**src/rtl/tvx_pkg.sv**
```systemverilog
package tvx_pkg;

    typedef enum logic [1:0] {
        ST_TAG  = 2'd0,
        ST_RAW  = 2'd1,
        ST_CODE = 2'd2
    } tvx_state_e;

endpackage

```
**src/rtl/tvx_code_table.sv**
```systemverilog
module tvx_code_table #(
    parameter int ENTRIES  = 8,
    parameter int CODE_MAX = 7,
    parameter int SYM_W    = 4,
    localparam int IDX_W   = $clog2(ENTRIES),
    localparam int LEN_W   = $clog2(CODE_MAX + 1)
) (
    input  logic                clk,
    input  logic                clr,
    input  logic                we,
    input  logic [IDX_W-1:0]    wr_idx,
    input  logic [CODE_MAX-1:0] wr_code,
    input  logic [LEN_W-1:0]    wr_len,
    input  logic [SYM_W-1:0]    wr_sym,
    input  logic                wr_vld,
    input  logic [CODE_MAX-1:0] probe_bits,
    input  logic [LEN_W-1:0]    probe_len,
    output logic                hit,
    output logic [SYM_W-1:0]    hit_sym
);

    logic [CODE_MAX-1:0] code_q [ENTRIES];
    logic [LEN_W-1:0]    len_q  [ENTRIES];
    logic [SYM_W-1:0]    sym_q  [ENTRIES];
    logic [ENTRIES-1:0]  vld_q;
    logic [ENTRIES-1:0]  match;

    always_ff @(posedge clk) begin
        if (clr) begin
            vld_q <= '0;
        end else if (we) begin
            code_q[wr_idx] <= wr_code;
            len_q[wr_idx]  <= wr_len;
            sym_q[wr_idx]  <= wr_sym;
            vld_q[wr_idx]  <= wr_vld;
        end
    end

    for (genvar e = 0; e < ENTRIES; e++) begin : g_ent
        logic [CODE_MAX-1:0] diff;
        always_comb begin
            diff     = code_q[e] ^ probe_bits;
            match[e] = vld_q[e] && (len_q[e] == probe_len);
            for (int b = 0; b < CODE_MAX; b++) begin
                if ((b < int'(probe_len)) && diff[b]) match[e] = 1'b0;
            end
        end
    end

    // lowest index wins; a prefix-free table never has two hits
    always_comb begin
        hit     = 1'b0;
        hit_sym = '0;
        for (int e = ENTRIES - 1; e >= 0; e--) begin
            if (match[e]) begin
                hit     = 1'b1;
                hit_sym = sym_q[e];
            end
        end
    end

endmodule

```
**src/rtl/tvx_out_hold.sv**
```systemverilog
module tvx_out_hold #(
    parameter int SYM_W = 4
) (
    input  logic             clk,
    input  logic             rst,
    input  logic             load,
    input  logic [SYM_W-1:0] din,
    input  logic             out_ready,
    output logic             out_valid,
    output logic [SYM_W-1:0] out_sym
);

    always_ff @(posedge clk) begin
        if (rst) begin
            out_valid <= 1'b0;
            out_sym   <= '0;
        end else if (load) begin
            out_valid <= 1'b1;
            out_sym   <= din;
        end else if (out_ready) begin
            out_valid <= 1'b0;
        end
    end

endmodule

```
**src/rtl/tvx_decoder.sv**
```systemverilog
module tvx_decoder #(
    parameter int ENTRIES  = 8,
    parameter int CODE_MAX = 7,
    parameter int SYM_W    = 4,
    localparam int IDX_W   = $clog2(ENTRIES),
    localparam int LEN_W   = $clog2(CODE_MAX + 1),
    localparam int CNT_W   = $clog2(CODE_MAX)
) (
    input  logic                clk,
    input  logic                rst,
    input  logic                in_valid,
    input  logic                in_bit,
    output logic                in_ready,
    output logic                out_valid,
    input  logic                out_ready,
    output logic [SYM_W-1:0]    out_sym,
    output logic                err,
    input  logic                tbl_we,
    input  logic [IDX_W-1:0]    tbl_idx,
    input  logic [CODE_MAX-1:0] tbl_code,
    input  logic [LEN_W-1:0]    tbl_len,
    input  logic [SYM_W-1:0]    tbl_sym,
    input  logic                tbl_vld,
    input  logic                tbl_clr
);
    import tvx_pkg::*;

    tvx_state_e          state_q, state_d;
    logic [CNT_W-1:0]    cnt_q, cnt_d;
    logic [CODE_MAX-1:0] shf_q, shf_d;
    logic                err_q, err_d;
    logic                take;
    logic                emit;
    logic [SYM_W-1:0]    emit_sym;
    logic [CODE_MAX-1:0] probe_bits;
    logic [LEN_W-1:0]    probe_len;
    logic                hit;
    logic [SYM_W-1:0]    hit_sym;

    assign in_ready   = !(out_valid && !out_ready);
    assign take       = in_valid && in_ready;
    assign probe_bits = {shf_q[CODE_MAX-2:0], in_bit};
    assign probe_len  = LEN_W'(cnt_q) + LEN_W'(1);
    assign err        = err_q;

    tvx_code_table #(
        .ENTRIES (ENTRIES),
        .CODE_MAX(CODE_MAX),
        .SYM_W   (SYM_W)
    ) table_i (
        .clk       (clk),
        .clr       (tbl_clr),
        .we        (tbl_we),
        .wr_idx    (tbl_idx),
        .wr_code   (tbl_code),
        .wr_len    (tbl_len),
        .wr_sym    (tbl_sym),
        .wr_vld    (tbl_vld),
        .probe_bits(probe_bits),
        .probe_len (probe_len),
        .hit       (hit),
        .hit_sym   (hit_sym)
    );

    tvx_out_hold #(.SYM_W(SYM_W)) hold_i (
        .clk      (clk),
        .rst      (rst),
        .load     (emit),
        .din      (emit_sym),
        .out_ready(out_ready),
        .out_valid(out_valid),
        .out_sym  (out_sym)
    );

    // state register
    always_ff @(posedge clk) begin
        if (rst) begin
            state_q <= ST_TAG;
            cnt_q   <= '0;
            shf_q   <= '0;
            err_q   <= 1'b0;
        end else begin
            state_q <= state_d;
            cnt_q   <= cnt_d;
            shf_q   <= shf_d;
            err_q   <= err_d;
        end
    end

    // next state and outputs
    always_comb begin
        state_d  = state_q;
        cnt_d    = cnt_q;
        shf_d    = shf_q;
        err_d    = err_q;
        emit     = 1'b0;
        emit_sym = '0;
        if (take) begin
            unique case (state_q)
                ST_TAG: begin
                    cnt_d   = '0;
                    shf_d   = '0;
                    state_d = in_bit ? ST_CODE : ST_RAW;
                end
                ST_RAW: begin
                    shf_d = probe_bits;
                    if (cnt_q == CNT_W'(SYM_W - 1)) begin
                        emit     = 1'b1;
                        emit_sym = probe_bits[SYM_W-1:0];
                        state_d  = ST_TAG;
                    end else begin
                        cnt_d = cnt_q + CNT_W'(1);
                    end
                end
                ST_CODE: begin
                    shf_d = probe_bits;
                    if (hit) begin
                        emit     = 1'b1;
                        emit_sym = hit_sym;
                        state_d  = ST_TAG;
                    end else if (cnt_q == CNT_W'(CODE_MAX - 1)) begin
                        err_d   = 1'b1;
                        state_d = ST_TAG;
                    end else begin
                        cnt_d = cnt_q + CNT_W'(1);
                    end
                end
                default: state_d = ST_TAG;
            endcase
        end
    end

endmodule

```
**config.mk**
```make
export PLATFORM = sky130hd
export DESIGN_NAME = tvx_decoder
export DESIGN_NICKNAME = d
export VERILOG_FILES = /design/src/rtl/tvx_pkg.sv /design/src/rtl/tvx_code_table.sv /design/src/rtl/tvx_out_hold.sv /design/src/rtl/tvx_decoder.sv
export SDC_FILE = /design/constraint.sdc
export NUM_CORES = 1
export LEC_CHECK = 0
export ABC_CLOCK_PERIOD_IN_PS = 3970
export BUFFER_PORTS_ARGS = -buffer_cell sky130_fd_sc_hd__buf_2
export CAP_MARGIN = 20
export CELL_PAD_IN_SITES_DETAIL_PLACEMENT = 0
export CELL_PAD_IN_SITES_GLOBAL_PLACEMENT = 1
export CORE_ASPECT_RATIO = 1.25
export CORE_MARGIN = 5
export CORE_UTILIZATION = 50
export DETAILED_ROUTE_END_ITERATION = 10
export HOLD_SLACK_MARGIN = 0.1
export PLACE_DENSITY_LB_ADDON = 0.12
export SYNTH_ARGS = -nofsm -noshare
export SYNTH_HDL_FRONTEND = slang
export SYNTH_SLANG_ARGS = --single-unit
```
**constraint.sdc**
```tcl
create_clock -name clk -period 3.97 [get_ports clk]
set_input_delay 0.397 -clock clk [delete_from_list [all_inputs] [get_ports clk]]
set_output_delay 0.397 -clock clk [all_outputs]
set_load 0.02 [all_outputs]
```
* Yosys cells after proc, flatten, opt, wreduce, memory -nomap -nowiden
Memory sizes are Yosys's and may differ from the RTL's.
Index checks and enable logic that the tools add are counted.
Widths: inputs -> output; s select.
** Operators by class
- Equality and inequality tests :: 17
- Magnitude comparators :: 9
- Bitwise logic cells :: 9
- $add $sub $neg :: 1
- Reductions and logical operators :: 78
- Mux-type cells :: 98
** Operators with widths (count)
- $mux 1 :: 73
- $logic_and 1x1->1 :: 67
- $xor 7x7->7 :: 8
- $mux 4 :: 11
- $eq 3x3->1 :: 8
- $pmux 6 s2 :: 1
- $lt 3x3->1 const A :: 3
- $mux 3 :: 3
- $pmux 3 s3 :: 1
- $bwmux 8 :: 1
- $mux 2 :: 4
- $ne 2x2->1 const B :: 4
- $pmux 4 s2 :: 1
- $lt 1x3->1 const A :: 2
- $lt 2x3->1 const A :: 2
- $pmux 2 s3 :: 1
- $reduce_and 5->1 :: 1
- $lt 3x4->1 const B :: 1
- $reduce_and 4->1 :: 1
- $reduce_bool 2->1 :: 2
- $add 3x1->3 const B :: 1
- $demux 1 s3 :: 1
- $eq 3x2->1 const B :: 1
- $eq 3x3->1 const B :: 1
- other kinds (12) :: 13
** Word-level totals
- RAM bits :: 112
- Bits of input ports :: 25
- Bits in registers :: 25
- Output and inout port bits :: 7
- Memories :: 3
** Memories
- table_i.code_q :: words 8, width 7, rd ports 8, clocked after Yosys merged registers in 0, write ports 1, line tvx_code_table.sv:22 : logic [CODE_MAX-1:0] code_q [ENTRIES];
- table_i.sym_q :: words 8, width 4, rd ports 8, clocked after Yosys merged registers in 0, write ports 1, line tvx_code_table.sv:24 : logic [SYM_W-1:0] sym_q [ENTRIES];
- table_i.len_q :: words 8, width 3, rd ports 8, clocked after Yosys merged registers in 0, write ports 1, line tvx_code_table.sv:23 : logic [LEN_W-1:0] len_q [ENTRIES];

* Logic depth before layout (Yosys ltp)
- Depth in word-level cells :: 22
- Mapped depth :: 14
- Gate-level depth less buffers :: 10

* Cells and area by module
From an unflattened synthesis, not the netlist that was laid out.
** Second synthesis, totals
- Cells, all modules :: 511
- Area total of the unflattened synthesis :: 6383.6 um^2
** By module, submodules not included
- tvx_code_table :: area an instance 5410.2 um^2, cells each 398, times used 1, seq. area each 3523.4 um^2
- tvx_decoder :: area an instance 792.0 um^2, cells each 96, times used 1, seq. area each 240.2 um^2
- tvx_out_hold :: area an instance 181.4 um^2, cells each 17, times used 1, seq. area each 100.1 um^2

* Worst setup path before layout
No wires, ideal clock.
- Path kind :: register to register
- From :: register cnt_q[0]
- To :: register cnt_q[1]
- Path buffers :: 4
- Required time :: 3.900 ns
- Stages on the path, launching flop included :: 13
- Period minus slack after synthesis :: 3.195 ns
- Data arrival time :: 3.125 ns
- Slack :: 0.775 ns
- Cells stage by stage :: dfxtp_1 buf_6 buf_6 clkinv_1 ha_1 buf_4 buf_4 o31a_1 and2_1 nor4_4 a21oi_2 or4b_1 a21oi_1
** Between the ends
- Longest elaborated chain between the ends :: 20
- Elaborated cells between the ends (all ways) :: 154
- Classes of those cells :: add/sub (1); order compare (7); eq/ne (13); mux (68); reduce/logical (65)
** RTL lines
- from (decl) :: line tvx_decoder.sv:29 : logic [CNT_W-1:0] cnt_q, cnt_d;
- from (signal assigned) :: line tvx_decoder.sv:84 : cnt_q <= cnt_d;
- $add 3x1->3 :: line tvx_decoder.sv:43, tvx_decoder.sv:112, tvx_decoder.sv:125
- $lt 1x3->1 or $eq 3x3->1 (tied branches) :: line tvx_code_table.sv:45, tvx_code_table.sv:43
- $logic_and 1x1->1, on equally long branches :: line tvx_code_table.sv:45, tvx_code_table.sv:43
- $mux 1 (7 in a row) :: line tvx_code_table.sv:45 : if ((b < int'(probe_len)) && diff[b]) match[e] = 1'b0;
- $mux 1 (8 in a row) :: line tvx_code_table.sv:55 : if (match[e]) begin
- $ne 2x2->1 (no line)
- $reduce_and 5->1 (no line)
Several ways; a longest one is shown, not always the timed one. The select of a mux whose other input is x is not followed.
A chain may end at the register's enable or synchronous reset.

* Worst setup path after layout
- From :: register cnt_q[0]
- To :: register cnt_q[0]
Same word-level chain as after synthesis.

==> run summary <==
Status: complete, no violations
Avg Cell Area, Syn: 12.82 µm²
CP startpoint: cnt_q[0]
Hold crit path type: input pin to flip-flop
Crit Reg-Reg Endpoint: cnt_q[0]
Clock sink count: 137
Final nets: 558
Synth-to-Final Area Change: 14.15%
Pint: 2.491 mW
Layout filler cell count: 974
Die area: 14840 µm²
DRC viols: 0
Sw frac: 22.45%
Setup Buffers After CTS: 0
Cell count after synthesis: 487
Synth area leaders: edfxtp_1 54%, xor2_1 8.8%, dfxtp_1 8.0%, a21oi_1 2.0%, nand2_1 1.7%
Switching power: 0.7212 mW
Total grt overflow: 0
Pre-CTS WS: 0.3415 ns
Root Buffer: clkbuf_16
Num CTS Buffers: 17
Top Ports: 32
Sequential power share: 49.7%
Die Y: 134.9 µm
Fin crit period: 3.658 ns
Drt pass-1 iters: 5
Clock power share: 45.0%
# setup viols final: 0
CP endpoint: cnt_q[0]
Initial antenna violation count: 0
Critical R2R Launch: cnt_q[0]
Final Hold Viols: 0
Final WS setup: 0.3116 ns
Max Cap Viol: 0
Hold-fix buffers at CTS: 0
Worst-Margin Slew: 0.9487 ns
Max Freq: 0.2733 GHz
Core area: 12220 µm²
Yosys top cell area share: 53.87%
Synth warnings: 0
Wirelength per Cell: 21.42 µm
RSZ-0062 raised after global routing: false
CTS tree: yes
Arr. time, crit path: 3.99 ns
Worst Path Max Fanout: 16
Initial Util: 51.10%
Final antenna-violating net count: 0
Iter 0 DRT Violations: 359
Clk buf depth: 2
Post-synthesis sequential area ratio: 61.88%
FFs w/ async S/R, synth: 0%
RePlAce Congestion: 0.8453
Final Skew: 0.01111 ns
Vias: 4041
Vias in the first global route: 4156
# rows: 45
Largest net degree at the start of global routing: 18
Leakage: 2.543 nW
Combinational share of power: 5.3%
Max Slew Vio Count: 0
# diodes: 0
Port buffer count: 31
TNS Setup: 0 ns
All-Layer GR Usage: 21.57%
Crit end category: flip-flop
Number of synthesized flops with an enable pin: 112
Resized Gates After CTS: 0
CP startpoint kind: flip-flop
Period Utilization, post-route: 92.15%
Post-DR vias/cell: 5.748
Slew HR: 36.68%
Worst EP required: 4.31 ns
Fraction of layout cells with a size suffix above 1: 17.63%
CTS H-tree depth: 4
R2R Setup Slk: 0.31 ns
Largest area contributor in the netlist: edfxtp_1
Worst reg2reg path depth: 11
Total wire length: 15060 µm
Global-route wire length before repair: 23240 µm
Peak supply drop: 0.2718 mV
Library cells used by synthesis: 61
Top_reg_cell synth: edfxtp_1
Die Span X: 109.9 µm
Clk_lat worst skew: 0.42 ns
Detailed placement HPWL: 10640 µm
Seq cells post-synth: 137
Pwr dens: 450.7 nW/µm²
Worst-path clk slew: 0.06 ns
Synth Cell Area: 6243 µm²
CP Class: flip-flop to flip-flop
Post-Syn Nets: 519
[layout by cell type (no fill, tap or decap), types with 4 or more instances in the layout]
cell type  count
xnor2_1       11
clkinv_2       4
nand3b_1       4
nor2_1        22
nand2b_1       5
a21oi_1       25
dfxtp_1       25
a222oi_1       5
inv_1          9
edfxtp_1     112
a211oi_1       8
o21ai_0       17
ha_1           7
mux2i_1        4
or2_2          4
nor3_1        16
o31ai_1        4
buf_2         31
nand2_1       28
clkbuf_16     17
and3_1         5
xor2_1        63
buf_4         12
nand3_1       17
a311oi_1       5
a22oi_1       11
nor2b_1        5
[cells by family after synthesis]
family | share of synthesized area, %
DFF | 61.88
and+or+nand+nor | 11.70
AOI/OAI and AO/OA | 11.08
xor gates and xnor gates | 10.38
buffers and inverters | 2.906
adders and majority gates | 1.403
muxes | 0.6413
[worst max-delay path, stage by stage, from the launching register on]
cell and delay [ns]:
dfxtp_1 0.33, ha_1 0.20, ha_1 0.50, buf_4 0.28
nor3_2 0.28, a221o_1 0.26, nor3b_4 0.06, buf_4 0.17
nor4_2 0.56, a21oi_2 0.23, or4b_1 0.55, a21oi_1 0.16
[synth_stat cells (6+ instances only)]
| master | instances |
|---|---|
| edfxtp_1 | 112 |
| xor2_1 | 63 |
| nand2_1 | 28 |
| a21oi_1 | 25 |
| dfxtp_1 | 25 |
| nor2_1 | 24 |
| nor3_1 | 20 |
| nand3_1 | 17 |
| o21ai_0 | 17 |
| a22oi_1 | 11 |
| xnor2_1 | 11 |
| inv_1 | 9 |
| a211oi_1 | 8 |
| buf_4 | 8 |
| ha_1 | 7 |
| clkbuf_1 | 6 |
[final cells by class]
| cell class | instances | area, µm² | share of cell area (%) |
|---|---|---|---|
| Inverter | 10 | 37.54 | 0.5267 |
| Tap cell | 164 | 205.2 | 2.879 |
| Timing Repair Buffer | 43 | 245.2 | 3.441 |
| Clock inverter | 13 | 106.4 | 1.492 |
| Sequential cell | 137 | 3864 | 54.21 |
| Multi-Input combinational cell | 317 | 2236 | 31.37 |
| Clock buffer | 19 | 432.9 | 6.074 |
[state kept, by name (all words and copies together), names as in the netlist]
register          flops
hold_i.out_valid      1
table_i.len_q        24
hold_i.out_sym        4
err                   1
table_i.sym_q        32
shf_q                 6
table_i.vld_q         8
cnt_q                 3
state_q               2
table_i.code_q       56
[layer usage]
metal	track usage (%)	share of wire, %
met1	27.03	41
met2	36.44	52
met3	4.352	4.2
met4	8.247	2.7
met5	0	0
[power by group through the flow]
stage	clock network (mW)	registers, mW	logic [mW]
5_1_grt	1.52	1.60	0.187
3_3_place_gp	0	1.63	0.167
3_5_place_dp	0	1.63	0.170
2_1_floorplan	0	1.62	0.107
4_1_cts	1.46	1.60	0.171
6_report	1.45	1.60	0.170
[worst min path at each step]
stage                     startpoint  cells past startpoint              endpoint
floorplan           table_i.vld_q[0]                      2      table_i.vld_q[0]
global placement                 err                      2                   err
detailed placement               err                      2                   err
CTS                      tbl_code[5]                      1  table_i.code_q[4][5]
global route             tbl_code[4]                      1  table_i.code_q[1][4]
finish                   tbl_code[5]                      1  table_i.code_q[4][5]
[through the flow]
stage	power [mW]	utilization, %	hold slack, ns	area [µm²]	cells
6_report	3.212	58.33	0.2612	7127	703
5_1_grt	3.309	58.33	0.2766	7127	703
4_1_cts	3.225	58.33	0.2612	7127	703
3_5_place_dp	1.797	53.92	0.4675	6588	671
3_3_place_gp	1.793	53.92	0.4730	6588	671
2_1_floorplan	1.728	-	0.4502	6243	487
Note: power is estimated with default switching activity, not from simulation.
